**config.mk**
```make
export PLATFORM = sky130hd
export DESIGN_NAME = rearr_unit
export DESIGN_NICKNAME = d
export VERILOG_FILES = /design/src/rtl/rearr_pkg.sv /design/src/rtl/rearr_decode.sv /design/src/rtl/rearr_lanes.sv /design/src/rtl/rearr_sext.sv /design/src/rtl/rearr_unit.sv
export SDC_FILE = /design/constraint.sdc
export NUM_CORES = 1
export LEC_CHECK = 0
export BUFFER_PORTS_ARGS = -buffer_cell sky130_fd_sc_hd__buf_2
export CELL_PAD_IN_SITES_DETAIL_PLACEMENT = 0
export CELL_PAD_IN_SITES_GLOBAL_PLACEMENT = 1
export CORE_MARGIN = 2
export CORE_UTILIZATION = 22
export DETAILED_ROUTE_END_ITERATION = 7
export PLACE_DENSITY = 0.8
export SYNTH_ARGS = -nofsm -noshare
export SYNTH_HDL_FRONTEND = slang
export SYNTH_SLANG_ARGS = --single-unit
```
**constraint.sdc**
```tcl
create_clock -name vclk -period 4.2
set_input_delay 0.84 -clock vclk [all_inputs]
set_output_delay 0.84 -clock vclk [all_outputs]
set_load 0.05 [all_outputs]
```
**src/rtl/rearr_pkg.sv**
```systemverilog
package rearr_pkg;

   localparam int INSN_W = 32;
   localparam int REG_IDX_W = 5;

   localparam logic [5:0] OPC_GROUP  = 6'b011111;
   localparam logic [5:0] FN_NARROW  = 6'b100000;
   localparam logic [5:0] FN_WIDE    = 6'b100100;

   localparam logic [4:0] SA_SWAPB   = 5'b00010;
   localparam logic [4:0] SA_REVH    = 5'b00101;
   localparam logic [4:0] SA_SEXTB   = 5'b10000;
   localparam logic [4:0] SA_SEXTH   = 5'b11000;

   typedef enum logic [2:0] {
      RR_NONE    = 3'd0,
      RR_SWAPB_W = 3'd1,
      RR_SWAPB_D = 3'd2,
      RR_REVH_D  = 3'd3,
      RR_SEXT_B  = 3'd4,
      RR_SEXT_H  = 3'd5
   } rr_op_e;

   typedef struct packed {
      rr_op_e                 op;
      logic                   wr;
      logic                   bad;
      logic [REG_IDX_W-1:0]   dst;
   } rr_dec_t;

endpackage

```
**src/rtl/rearr_decode.sv**
```systemverilog
module rearr_decode
   import rearr_pkg::*;
(
   input  logic [INSN_W-1:0] insn,
   input  logic              dw_en,
   output rr_dec_t           dec
);

   logic [5:0] opc_f;
   logic [4:0] rs_f;
   logic [4:0] sa_f;
   logic [5:0] fn_f;
   logic       in_grp;
   rr_op_e     op_sel;
   logic       unused_rt;

   assign opc_f     = insn[31:26];
   assign rs_f      = insn[25:21];
   assign sa_f      = insn[10:6];
   assign fn_f      = insn[5:0];
   assign unused_rt = ^insn[20:16];

   assign in_grp = (opc_f == OPC_GROUP) && ((fn_f == FN_NARROW) || (fn_f == FN_WIDE));

   always_comb begin
      op_sel = RR_NONE;
      if (in_grp && (rs_f == 5'd0)) begin
         if (fn_f == FN_NARROW) begin
            if (sa_f == SA_SWAPB)      op_sel = RR_SWAPB_W;
            else if (sa_f == SA_SEXTB) op_sel = RR_SEXT_B;
            else if (sa_f == SA_SEXTH) op_sel = RR_SEXT_H;
         end else if (dw_en) begin
            if (sa_f == SA_SWAPB)      op_sel = RR_SWAPB_D;
            else if (sa_f == SA_REVH)  op_sel = RR_REVH_D;
         end
      end
   end

   assign dec.op  = op_sel;
   assign dec.wr  = (op_sel != RR_NONE);
   assign dec.bad = in_grp && (op_sel == RR_NONE);
   assign dec.dst = insn[15:11];

endmodule

```
**src/rtl/rearr_lanes.sv**
```systemverilog
module rearr_lanes #(
   parameter int DATA_W = 64,
   parameter int LANE_W = 16,
   parameter int BYTE_W = 8
) (
   input  logic [DATA_W-1:0] din,
   output logic [DATA_W-1:0] byte_swapped,
   output logic [DATA_W-1:0] lane_reversed
);

   localparam int N_LANES = DATA_W / LANE_W;
   localparam int N_BYTES = LANE_W / BYTE_W;

   for (genvar l = 0; l < N_LANES; l++) begin : g_lane
      for (genvar b = 0; b < N_BYTES; b++) begin : g_byte
         assign byte_swapped[l*LANE_W + b*BYTE_W +: BYTE_W] =
            din[l*LANE_W + (N_BYTES-1-b)*BYTE_W +: BYTE_W];
      end
      assign lane_reversed[l*LANE_W +: LANE_W] = din[(N_LANES-1-l)*LANE_W +: LANE_W];
   end

endmodule

```
**src/rtl/rearr_sext.sv**
```systemverilog
module rearr_sext #(
   parameter int IN_W  = 8,
   parameter int OUT_W = 64
) (
   input  logic [IN_W-1:0]  din,
   output logic [OUT_W-1:0] dout
);

   if (OUT_W <= IN_W) begin : g_bad_w
      $error("rearr_sext: OUT_W must exceed IN_W");
   end

   assign dout = {{(OUT_W-IN_W){din[IN_W-1]}}, din};

endmodule

```
**src/rtl/rearr_unit.sv**
```systemverilog
module rearr_unit
   import rearr_pkg::*;
#(
   parameter int DATA_W = 64,
   parameter int LANE_W = 16,
   parameter int BYTE_W = 8
) (
   input  logic [INSN_W-1:0]    insn,
   input  logic [DATA_W-1:0]    op,
   input  logic                 dw_en,
   output logic [DATA_W-1:0]    result,
   output logic                 wr_en,
   output logic                 illegal,
   output logic [REG_IDX_W-1:0] dst_idx
);

   localparam int WORD_W = DATA_W / 2;

   if ((DATA_W % (2*LANE_W)) != 0) begin : g_chk_data
      $error("rearr_unit: DATA_W must be a multiple of two lanes");
   end
   if ((LANE_W % BYTE_W) != 0 || LANE_W <= BYTE_W) begin : g_chk_lane
      $error("rearr_unit: LANE_W must hold at least two whole bytes");
   end

   rr_dec_t           dec;
   logic [DATA_W-1:0] swp;
   logic [DATA_W-1:0] rev;
   logic [DATA_W-1:0] sx_word;
   logic [DATA_W-1:0] sx_byte;
   logic [DATA_W-1:0] sx_half;

   rearr_decode u_dec (
      .insn  (insn),
      .dw_en (dw_en),
      .dec   (dec)
   );

   rearr_lanes #(.DATA_W(DATA_W), .LANE_W(LANE_W), .BYTE_W(BYTE_W)) u_lanes (
      .din           (op),
      .byte_swapped  (swp),
      .lane_reversed (rev)
   );

   rearr_sext #(.IN_W(WORD_W), .OUT_W(DATA_W)) u_sx_word (
      .din  (swp[WORD_W-1:0]),
      .dout (sx_word)
   );

   rearr_sext #(.IN_W(BYTE_W), .OUT_W(DATA_W)) u_sx_byte (
      .din  (op[BYTE_W-1:0]),
      .dout (sx_byte)
   );

   rearr_sext #(.IN_W(LANE_W), .OUT_W(DATA_W)) u_sx_half (
      .din  (op[LANE_W-1:0]),
      .dout (sx_half)
   );

   always_comb begin
      unique case (dec.op)
         RR_SWAPB_W: result = sx_word;
         RR_SWAPB_D: result = swp;
         RR_REVH_D:  result = rev;
         RR_SEXT_B:  result = sx_byte;
         RR_SEXT_H:  result = sx_half;
         default:    result = '0;
      endcase
   end

   assign wr_en   = dec.wr;
   assign illegal = dec.bad;
   assign dst_idx = dec.dst;

endmodule

```
# Word-level counts from Yosys, hierarchy flattened
# Cells that the tools add are included.
# W data, S select, Z words.
[totals]
regBits = 0
in_bits = 97
[classes]
eq_ne = 12
muxes = 9
reduce_logical = 7
[ops]
columns = ["op", "count"]
rows = [
  ["$pmux W64 S5", 1],
  ["$mux W3", 7],
  ["$eq A6 B6 Y1 const B", 2],
  ["$eq A5 B5 Y1 const B", 2],
  ["$eq A3 B2 Y1 const B", 2],
  ["$eq A3 B3 Y1 const B", 2],
  ["$eq A6 B5 Y1 const B", 1],
  ["$eq A5 B2 Y1 const B", 1],
  ["$eq A5 B3 Y1 const B", 1],
  ["$logic_not A5 Y1", 1],
  ["$eq A3 B1 Y1 const B", 1],
  ["$logic_and A1 B1 Y1", 3],
  ["$logic_not A3 Y1", 1],
  ["$reduce_bool A3 Y1", 1],
  ["$mux W2", 1],
  ["$logic_or A1 B1 Y1", 1],
]

# Depth between registers and ports, before layout
[depth]
depth_word = 8
ltp_mapped = 7
depth_no_buf = 5

# Modules after synthesis
# A second synthesis with hierarchy kept.
[unflattened]
cells_unflattened = 585
area_unflattened_um2 = 4779.6
[modules_own_cells]
columns = ["mod", "instances", "cells_each", "area_per_inst_um2", "seq_area_each_um2"]
rows = [
  ["rearr_unit", 1, 235, 2160.8, 0.0],
  ["rearr_sext", 3, 64, 480.5, 0.0],
  ["rearr_lanes", 1, 128, 960.9, 0.0],
  ["rearr_decode", 1, 30, 216.5, 0.0],
]

# Worst setup path before layout
# OpenSTA, ideal clock, no wires.
[synth_timing]
path_kind = "input port to output port"
from = "input port insn[0]"
to = "output port result[32]"
arrival_ns = 3.370
slack_ns = -0.010
cell_stages = 6
path_buffers = 2
path_cell_list = "or4b_4 or4_4 or3_1 buf_2 clkbuf_1 o211ai_1"
[synth_between]
elab_chain_len = 7
[synth_lines]
columns = ["item", "line_no", "text"]
rows = [
  ["start, declared", "rearr_unit.sv:8", "input logic [INSN_W-1:0] insn,"],
  ["$eq A6 B6 Y1 (on tied branches)", "rearr_decode.sv:23, rearr_decode.sv:28", ""],
  ["$logic_or A1 B1 Y1", "rearr_decode.sv:23", "assign in_grp = (opc_f == OPC_GROUP) && ((fn_f == FN_NARROW) || (fn_f == FN_WIDE));"],
  ["$logic_and A1 B1 Y1", "rearr_decode.sv:23", ""],
  ["$logic_and A1 B1 Y1", "rearr_decode.sv:27", "if (in_grp && (rs_f == 5'd0)) begin"],
  ["$mux W3 *", "rearr_decode.sv:27", ""],
  ["$eq A3 B3 Y1 (tied with other cells)", "rearr_unit.sv:61", "unique case (dec.op)"],
  ["$pmux W64 S5 *", "rearr_unit.sv:61", ""],
  ["end, declared", "rearr_unit.sv:11", "output logic [DATA_W-1:0] result,"],
]
# Every way passes the cells marked *; elsewhere a longest branch is shown, timed or not.

# Final worst setup path
[layout_timing]
from = "input port insn[0]"
to = "output port result[57]"
# The elaborated chain is that of the path after synthesis.

==> metrics.yaml <==
drive_gt1_share_pct: 47.58
max_freq_mhz: 243.2
io_pins: 168
drt_iter0_markers: 134
cts_hold_buf: 0
grt_max_degree: 36
critPathLaunchType: "input pin"
path_class: "input pin to primary output"
yosysWarnings: 0
synth.area.top_cells: "mux2i_1 20%, o211ai_1 16%, a221o_1 9.5%"
run_status: "finished clean"
end_kind: "primary output"
ys_seq_area_share_pct: 0
gr-total-overflow: 0
syn_area_um2: 1573
drc: 0
finalMaxSlewViolations: 0
wl_per_cell_um: 16.40
antenna_found_initial: 0
core.rowCount: 30
diodes: 0
final_antenna_net_count: 0
setup_viol: 0
power_leakage_nw: 1.317
min_path_type: "input pin to primary output"
cts_setup_buffers: 0
grt.total_usage_pct: 18.53
ys_types: 34
power_per_cell_area_nw_per_um2: 37.31
crit_start: "insn[0]"
routed_wl_um: 7674
fill_cells: 770
synthesis.nets: 326
vias: 2515
relSlewSlack_pct: 67.16
rsz0062_at_grt: "no"
worstMarginPinSlew_ns: 0.4905
maxCapViolations: 0
area_growth_pct: 61.65
ir_drop_mv: 0.02028
min_period_over_period_pct: 97.88
cp_max_fo: 11
die-area_um2: 7841
io_buffers: 153
synth_top_area_cell: "mux2i_1"
routabilityCongestion: 0.9037
grt_pass1_wl_um: 11780
hold_violations: 0
fin_crit_ns: 4.111
stdcell_count: 468
layout_common_cells: "151 x buf_2, 34 x o211ai_1, 32 x mux2i_1"
clkbuf_count: 0
final_common_cell: "buf_2"
critical_path_arrival_ns: 3.27
place_hpwl_um: 5933
die_y_um: 88.55
netlist.area_leader.share_pct: 20.37
core_um2: 6869
synth_cells: 229
min_from: "insn[11]"
avgViaCountPerCell: 5.374
required_ns: 3.36
avgSynthCellArea_um2: 6.868
nets: 471
initial_core_util_pct: 22.90
crit_end: "result[57]"
seq_cell_count: 0
grt_pass1_vias: 2505
p_total_mw: 0.09486
post-place-cells: 468
regArea_um2: 0
die_w_um: 88.55
firstDrtPassIters: 4
[stage by stage]
step | worst slack [ns] | instance area [um2] | utilization (%) | setup TNS, ns | hold WS (ns)
final | 0.08890 | 2542 | 37.01 | 0 | 1.680
after global routing | 0.01427 | 2542 | 37.01 | 0 | 1.680
after CTS | 0.08186 | 2542 | 37.01 | 0 | 1.680
after detailed placement | -0.007959 | 2541 | 36.99 | -0.01231 | 1.680
after global placement | 0.06809 | 2541 | 36.99 | 0 | 1.680
after floorplan | 0.001653 | 1575 | - | 0 | 1.847
[cells in the mapped netlist]
library cell,n
or3_1,2
and3b_1,2
nor3_1,4
buf_1,1
nand3_1,3
a21boi_4,1
or4b_4,1
a2111oi_2,1
o221ai_1,17
buf_2,3
o311a_1,1
and2_0,5
nand2b_1,1
a21oi_1,7
and3_1,4
and2_1,4
or4_4,1
o311ai_1,1
inv_1,18
nand4_1,2
nor3b_1,3
o211ai_1,34
a221o_1,15
nand2_1,21
nor2_1,5
buf_6,1
a21o_1,2
mux2i_1,32
clkbuf_1,18
o211a_1,1
o21ai_0,9
buf_4,5
nor4b_1,1
nor4_1,3
[power breakdown]
part / internal (mW) / switching [mW]
Combinational: 0.0471 / 0.0478
Sequential: 0 / 0
Clock: 0 / 0
[routing by layer]
metal / wire (um) / share of wire, % / global-route usage (%) / up-vias
li1: - / - / - / 1192
met1: 3180 / 41 / 22.12 / 1183
met2: 3797 / 49 / 35.89 / 136
met3: 658 / 8.6 / 2.705 / 4
met4: 36 / 0.47 / 1.928 / 0
met5: 0 / 0 / 0 / -
[cell families (layout without fill, tap and decap cells)]
logic type      Yosys count  after routing  synth area share, %
compound gates           89             89                45.27
simple gates             62             62                21.48
buf+inv                  46            189                12.89
mux                      32             32                20.37
[worst min-delay path by stage]
stage | to | slack [ns] | cells after the start
2_1_floorplan | dst_idx[0] | 1.85 | 1
3_3_place_gp | dst_idx[4] | 1.68 | 0
3_5_place_dp | dst_idx[4] | 1.68 | 0
4_1_cts | dst_idx[4] | 1.68 | 0
5_1_grt | dst_idx[1] | 1.68 | 0
6_report | dst_idx[0] | 1.68 | 0
[final cells by class]
class	instances	area [um2]	area share [%]
multi-input combinational	183	1386	54.53
timing repair buffer	171	968.4	38.09
tap	96	120.1	4.724
inverter	18	67.56	2.657
[worst max-delay path: stages]
cell      delay, ns
buf_2          0.11
or4b_4         0.54
or4_4          0.47
or3_1          0.54
buf_4          0.25
o211ai_1       0.21
buf_2          0.30
[repair_timing]
item,4_1_cts,5_1_grt
setup endpoints to repair,3,0
resized for setup,1,0
hold endpoints to repair,0,0
Power figures use the tool's default switching activity.
